File: src/rtl/aot_pkg.sv
package aot_pkg;
  localparam int DATA_W = 32;
  localparam int PDIV_W = 4;

  localparam logic [7:0] OFF_CTRL   = 8'h00;
  localparam logic [7:0] OFF_SHADOW = 8'h04;
  localparam logic [7:0] OFF_CMD    = 8'h6C;
  localparam logic [7:0] OFF_END    = 8'h70;
  localparam logic [7:0] OFF_TDIV   = 8'h74;
  localparam logic [7:0] OFF_COUNT  = 8'h78;
  localparam logic [7:0] OFF_STATUS = 8'h7C;

  localparam int BIT_OSC   = 0;
  localparam int BIT_SRC   = 25;
  localparam int BIT_DIVEN = 24;
  localparam int DIV_LSB   = 20;

  typedef struct packed {
    logic run;
    logic clear;
    logic tick;
  } aotStrobe_t;
endpackage

File: src/rtl/aot_datapath.sv
module aot_datapath
  import aot_pkg::*;
#(
  parameter int CNT_W = 32
) (
  input  logic             clk,
  input  logic             rstN,
  input  aotStrobe_t       strb,
  input  logic [CNT_W-1:0] endVal,
  output logic [CNT_W-1:0] countVal,
  output logic             matchFlag,
  output logic             matchEvt
);
  logic [CNT_W-1:0] nextCount;

  // wrap to zero on the tick after the end value is reached
  always_comb begin
    if (countVal == endVal) nextCount = '0;
    else                    nextCount = countVal + 1'b1;
  end

  always_ff @(posedge clk or negedge rstN) begin
    if (!rstN) begin
      countVal  <= '0;
      matchFlag <= 1'b0;
      matchEvt  <= 1'b0;
    end else begin
      matchEvt <= 1'b0;
      if (strb.clear) begin
        countVal  <= '0;
        matchFlag <= 1'b0;
      end else if (strb.tick) begin
        countVal <= nextCount;
        if (nextCount == endVal) begin
          matchFlag <= 1'b1;
          matchEvt  <= 1'b1;
        end
      end
    end
  end
endmodule

File: src/rtl/aot_ctrl.sv
module aot_ctrl
  import aot_pkg::*;
#(
  parameter int CNT_W  = 32,
  parameter int ADDR_W = 8
) (
  input  logic              clk,
  input  logic              rstN,
  input  logic              osc0En,
  input  logic              osc1En,
  input  logic              pclkEn,
  input  logic [ADDR_W-1:0] addr,
  input  logic              wrEn,
  input  logic [DATA_W-1:0] wrData,
  input  logic [CNT_W-1:0]  countVal,
  input  logic              matchFlag,
  output logic [DATA_W-1:0] rdData,
  output logic [CNT_W-1:0]  endVal,
  output aotStrobe_t        strb
);
  logic              oscSel, srcSel, divEn, runReg;
  logic [PDIV_W-1:0] divSel, preCnt;
  logic [CNT_W-1:0]  tdivReg, tdCnt, tdLimit;
  logic              srcPulse, preTick, tdDone, clearCmd, phaseClr;
  logic [DATA_W-1:0] rdNext, countExt, endExt, tdivExt;

  assign clearCmd = wrEn && (addr == ADDR_W'(OFF_CMD)) && wrData[1];
  assign phaseClr = !runReg || clearCmd;

  // register writes
  always_ff @(posedge clk or negedge rstN) begin
    if (!rstN) begin
      oscSel  <= 1'b0;
      srcSel  <= 1'b0;
      divEn   <= 1'b0;
      divSel  <= '0;
      runReg  <= 1'b0;
      endVal  <= '0;
      tdivReg <= '0;
    end else if (wrEn) begin
      case (addr)
        ADDR_W'(OFF_CTRL): begin
          oscSel <= wrData[BIT_OSC];
          srcSel <= wrData[BIT_SRC];
          divEn  <= wrData[BIT_DIVEN];
          divSel <= wrData[DIV_LSB +: PDIV_W];
        end
        ADDR_W'(OFF_CMD):  runReg  <= wrData[0];
        ADDR_W'(OFF_END):  endVal  <= wrData[CNT_W-1:0];
        ADDR_W'(OFF_TDIV): tdivReg <= wrData[CNT_W-1:0];
        default: ;
      endcase
    end
  end

  // source selection: peripheral clock overrides the oscillator choice
  assign srcPulse = srcSel ? pclkEn : (oscSel ? osc1En : osc0En);

  // first stage: optional divide-by-(divSel+1)
  assign preTick = runReg && srcPulse && (!divEn || (preCnt >= divSel));

  always_ff @(posedge clk or negedge rstN) begin
    if (!rstN)                preCnt <= '0;
    else if (phaseClr)        preCnt <= '0;
    else if (srcPulse && divEn)
      preCnt <= (preCnt >= divSel) ? '0 : preCnt + 1'b1;
  end

  // second stage: tick divider, 0 treated as 1
  assign tdLimit = (tdivReg == '0) ? '0 : tdivReg - 1'b1;
  assign tdDone  = (tdCnt >= tdLimit);

  always_ff @(posedge clk or negedge rstN) begin
    if (!rstN)         tdCnt <= '0;
    else if (phaseClr) tdCnt <= '0;
    else if (preTick)  tdCnt <= tdDone ? '0 : tdCnt + 1'b1;
  end

  assign strb.run   = runReg;
  assign strb.clear = clearCmd;
  assign strb.tick  = preTick && tdDone;

  // read path
  always_comb begin
    countExt = '0;
    countExt[CNT_W-1:0] = countVal;
    endExt = '0;
    endExt[CNT_W-1:0] = endVal;
    tdivExt = '0;
    tdivExt[CNT_W-1:0] = tdivReg;
    rdNext = '0;
    case (addr)
      ADDR_W'(OFF_CTRL): begin
        rdNext[BIT_OSC]             = oscSel;
        rdNext[BIT_SRC]             = srcSel;
        rdNext[BIT_DIVEN]           = divEn;
        rdNext[DIV_LSB +: PDIV_W]   = divSel;
      end
      ADDR_W'(OFF_SHADOW): rdNext[0] = matchFlag;
      ADDR_W'(OFF_CMD):    rdNext[0] = runReg;
      ADDR_W'(OFF_END):    rdNext    = endExt;
      ADDR_W'(OFF_TDIV):   rdNext    = tdivExt;
      ADDR_W'(OFF_COUNT):  rdNext    = countExt;
      ADDR_W'(OFF_STATUS): rdNext[0] = matchFlag;
      default: ;
    endcase
  end

  always_ff @(posedge clk or negedge rstN) begin
    if (!rstN) rdData <= '0;
    else       rdData <= rdNext;
  end
endmodule

File: src/rtl/aot_timer.sv
module aot_timer
  import aot_pkg::*;
#(
  parameter int CNT_W  = 32,
  parameter int ADDR_W = 8
) (
  input  logic              clk,
  input  logic              rstN,
  input  logic              osc0En,
  input  logic              osc1En,
  input  logic              pclkEn,
  input  logic [ADDR_W-1:0] addr,
  input  logic              wrEn,
  input  logic [DATA_W-1:0] wrData,
  output logic [DATA_W-1:0] rdData,
  output logic              matchEvt
);
  aotStrobe_t       strb;
  logic [CNT_W-1:0] endVal, countVal;
  logic             matchFlag;

  aot_ctrl #(.CNT_W(CNT_W), .ADDR_W(ADDR_W)) u_ctrl (
    .clk(clk), .rstN(rstN), .osc0En(osc0En), .osc1En(osc1En), .pclkEn(pclkEn),
    .addr(addr), .wrEn(wrEn), .wrData(wrData), .countVal(countVal),
    .matchFlag(matchFlag), .rdData(rdData), .endVal(endVal), .strb(strb)
  );

  aot_datapath #(.CNT_W(CNT_W)) u_dp (
    .clk(clk), .rstN(rstN), .strb(strb), .endVal(endVal),
    .countVal(countVal), .matchFlag(matchFlag), .matchEvt(matchEvt)
  );
endmodule

File: config.mk
export PLATFORM = sky130hd
export DESIGN_NAME = aot_timer
export DESIGN_NICKNAME = d
export VERILOG_FILES = /design/src/rtl/aot_pkg.sv /design/src/rtl/aot_datapath.sv /design/src/rtl/aot_ctrl.sv /design/src/rtl/aot_timer.sv
export SDC_FILE = /design/constraint.sdc
export NUM_CORES = 1
export LEC_CHECK = 0
export CAP_MARGIN = 25
export CORE_MARGIN = 2
export CORE_UTILIZATION = 40
export CTS_BUF_LIST = sky130_fd_sc_hd__clkbuf_2 sky130_fd_sc_hd__clkbuf_4 sky130_fd_sc_hd__clkbuf_8
export DETAILED_ROUTE_END_ITERATION = 8
export DONT_BUFFER_PORTS = 1
export GPL_TIMING_DRIVEN = 0
export HOLD_SLACK_MARGIN = 0.12
export PLACE_DENSITY = 0.66
export SLEW_MARGIN = 30
export SYNTH_ARGS = -nofsm -noshare
export SYNTH_HDL_FRONTEND = slang
export SYNTH_SLANG_ARGS = --single-unit
File: constraint.sdc
create_clock -name clk -period 5.75 [get_ports clk]
set_input_delay 1.15 -clock clk [delete_from_list [all_inputs] [get_ports clk]]
set_output_delay 1.15 -clock clk [all_outputs]
set_load 0.01 [all_outputs]
==> reports/qor.txt <==
outcome = completed
Die W = 172.5 µm
Seq/Total Area, Yosys = 38.36%
Seq cells post-synth = 174
H-Tree Depth = 4
First-pass DRT Iterations = 5
gr usage total = 24.03%
critical path data required time = 6100 ps
I/O Buffers = 0
boundary pin count = 79
FF-to-FF Start = u_ctrl.tdivExt[7]$_DFFE_PN0P_
Area growth syn-to-layout = 8.411%
non-filler cells, final = 1,681
Startpoint Class = flip-flop
fmax = 186.4 MHz
clock-pin transition on the worst setup and hold timing paths = 100 ps
CTS Hold Bufs = 0
Clk Latency, worst-skew pair = 490 ps
TritonCTS Buffers = 17
Core Region = 27,860 µm²
largest net degree at the start of global routing = 175
ordered cell list for the critical path = or3_1 > nor4_4 > nand3b_1 > or3_1 > or2_2 > nor4_1 > xor2_1 > nand2_1 > ha_1 > nand2_1 > nor3_1 > o311a_1 > nor4_1 > nand2b_1 > clkbuf_2 > nand4b_1 > nor4b_2
Layout Skew = 18.59 ps
post-synth net total = 1,357
Initial Util = 40.75%
Adder-Cell Fraction of Synth Area = 4.519%
fin crit share = 93.30%
Syn Area/Cell = 8.938 µm²
final slew viol count = 0
synthesized area = 11,350 µm²
slowest stage cell on the critical path = or3_1
Vias/cell = 5.828
Placer Congestion = 0.9252
Top FF cell, synth = dfrtp_1
setup TNS = 0 ps
worst-margin pin slew = 1014 ps
Die Height = 172.5 µm
CTS tree = built
ys async rst share = 100.0%
Synth Area in XOR/XNOR = 7.771%
total of warnings raised by yosys = 0
Reg2Reg Capture Point = u_dp.matchEvt$_DFF_PN0_
CP max FO = 10
row cnt = 61
Hold Path Class = in2async
Final ANT Viol Nets = 0
Synth cell types = 73
initial DRC count = 1,048
final-report hold violation count = 0
final net count = 1,375
Layout fillers = 2,730
commonest cells after routing, fill and taps aside = dfrtp_1, nor2_1, nand2_1, o21ai_0, a21oi_1
DRT Wirelength = 34,270 µm
total global routing overflow = 0
crit-path max cell delay = 500 ps
Worst Reg-to-Reg Cells = 17
RSZ-0062 raised after global routing = false
clock sink total = 174
post-CTS setup buffer count = 0
root buffer cell = clkbuf_8
Die Area = 29,740 µm²
via count = 9,797
cells after synthesis = 1,270
largest family of logic cells by synthesized area = simple AND/OR/NAND/NOR gates
placed insts = 1,648
number of global-route vias before repair = 9,505
Post-DP HPWL = 26,220 µm
area of the multi-input gates = 6616 µm²
commonest non-fill, non-tap cell in the layout = dfrtp_1
initial antenna violation count = 1
Worst VDD drop = 0.0001521 V
share of layout cells above drive strength 1 = 11.45%
Compound-Gate Fraction of Synth Area = 13.35%
Final setup violation count = 0
Final min period = 5365 ps
Crit Path Category = reg2reg
area taken by flip-flops and latches = 4354 µm²
Power Dens Cells = 226.1 nW/µm²
Post-synth EDFFs = 0
R2R Setup Slk = 390 ps
# DRC = 0
Longest Clk Path Bufs = 2
Relative slew margins = 31.55%
Simple-Gate Fraction of Synth Area = 22.44%
Wirelength per Cell = 20.38 µm
maxcap violations = 0
element type at the critical path end = flip-flop
leak pwr = 5.511 nW
first-pass GRT wire length = 54,190 µm
arrival time of the worst setup path = 5710 ps
Min Hold Slack = 348.1 ps
mux cell area share after synthesis = 10.02%
==> synth_stat cells (all sizes together) (5+ instances only) <==
| cell | n | area, µm² |
|---|---|---|
| or2 | 5 | 31.28 |
| ha | 41 | 513.0 |
| a211oi | 7 | 52.55 |
| and4 | 7 | 61.31 |
| nor2 | 134 | 503.0 |
| a21o | 6 | 45.04 |
| buf | 28 | 141.4 |
| nand3 | 40 | 210.2 |
| o31ai | 13 | 97.59 |
| mux2i | 36 | 360.4 |
| nor3 | 35 | 191.4 |
| clkbuf | 51 | 192.7 |
| xor2 | 66 | 578.1 |
| or3 | 13 | 81.33 |
| a31oi | 9 | 56.30 |
| nor4 | 31 | 234.0 |
| mux2 | 69 | 777.0 |
| nor2b | 12 | 75.07 |
| nand3b | 21 | 161.4 |
| dfrtp | 174 | 4354 |
| and2 | 10 | 62.56 |
| o21ai | 92 | 460.4 |
| or4 | 8 | 63.81 |
| nand4 | 29 | 181.4 |
| a21oi | 89 | 445.4 |
| nand2 | 126 | 475.5 |
| and3 | 15 | 93.84 |
| nand2b | 8 | 50.05 |
| xnor2 | 27 | 236.5 |
| inv | 17 | 63.81 |
==> sequential cells by signal, summed over array words and instances (netlist names) <==
register / cells
u_ctrl.endVal: 32
u_ctrl.rdData: 32
u_ctrl.tdCnt: 32
u_ctrl.tdivExt: 32
u_dp.countVal: 32
u_ctrl.divSel: 4
u_ctrl.preCnt: 4
u_ctrl.divEn: 1
u_ctrl.oscSel: 1
u_ctrl.runReg: 1
u_ctrl.srcSel: 1
u_dp.matchEvt: 1
u_dp.matchFlag: 1
==> stage by stage <==
step                cell area [µm²]  total power [mW]  utilization [%]  setup WS [ps]
detailed placement            11820             1.800            42.44          72.85
CTS                           12280             2.804            44.07          53.67
global route                  12300             2.932            44.15          60.43
floorplan                     11350             1.686                -           1402
global placement              11820             1.785            42.44          50.19
finish                        12310             2.783            44.17          385.3
==> final cells by class <==
class | count | share of cell area, %
Sequential cell | 174 | 35.38
Multi-Input combinational cell | 999 | 53.77
Buffer | 78 | 2.725
Inverter | 18 | 0.5491
Tap cell | 378 | 3.843
Clock inverter | 11 | 1.444
Antenna cell | 2 | 0.04067
Clock buffer | 21 | 2.247
==> report_power, final <==
part	leakage (nW)	total, mW	internal, mW	switching [mW]
clock	0.226	1.01	0.513	0.492
sequential	2.40	1.29	1.25	0.0459
combinational	2.88	0.484	0.207	0.276
==> repair_timing <==
item	in CTS	in global routing
endpoints found under the setup margin	0	41
hold endpoints to repair	0	0
gates resized for setup	0	12
==> logic make-up (layout without fill, tap and decap cells) <==
kind of cell,count (synthesis),in the layout
XOR/XNOR,96,96
AO/OA/AOI/OAI,256,256
flip-flops,174,174
adder cells (fa/ha/maj),41,41
AND/OR/NAND/NOR,501,501
multiplexers,105,105
buffers and inverters,97,128
other,0,2
==> layer usage <==
metal  up-vias  wire length [µm]  global-route usage (%)
met4         0              1375                   11.22
met2       301             16620                   39.95
met1      4809             14310                   30.05
met5         -                 0                       0
li1       4604                 -                       -
met3        83              1965                   4.738
==> worst max-delay path: cells and delay by family (launching register included) <==
kind / cells / cell delay, ps
AO/OA/AOI/OAI: 1 / 270
AND/OR/NAND/NOR: 13 / 3650
adder cells (fa/ha/maj): 1 / 310
XOR/XNOR: 1 / 190
flip-flops: 1 / 460
buffers and inverters: 1 / 340
==> worst max path at each step <==
stage                                         startpoint                             to  slack, ps  cells after the start
after floorplan            u_ctrl.tdivExt[5]$_DFFE_PN0P_   u_ctrl.tdCnt[14]$_DFFE_PN0P_       1400                     18
after global placement     u_ctrl.tdivExt[7]$_DFFE_PN0P_   u_dp.countVal[6]$_DFFE_PN0P_         50                     18
after detailed placement   u_ctrl.tdivExt[7]$_DFFE_PN0P_   u_dp.countVal[6]$_DFFE_PN0P_         70                     18
after CTS                  u_ctrl.tdivExt[7]$_DFFE_PN0P_  u_dp.countVal[18]$_DFFE_PN0P_         50                     18
after global routing      u_ctrl.tdivExt[26]$_DFFE_PN0P_  u_dp.countVal[20]$_DFFE_PN0P_         60                     15
final                      u_ctrl.tdivExt[7]$_DFFE_PN0P_        u_dp.matchEvt$_DFF_PN0_        390                     17
Power figures use the tool's default switching activity.
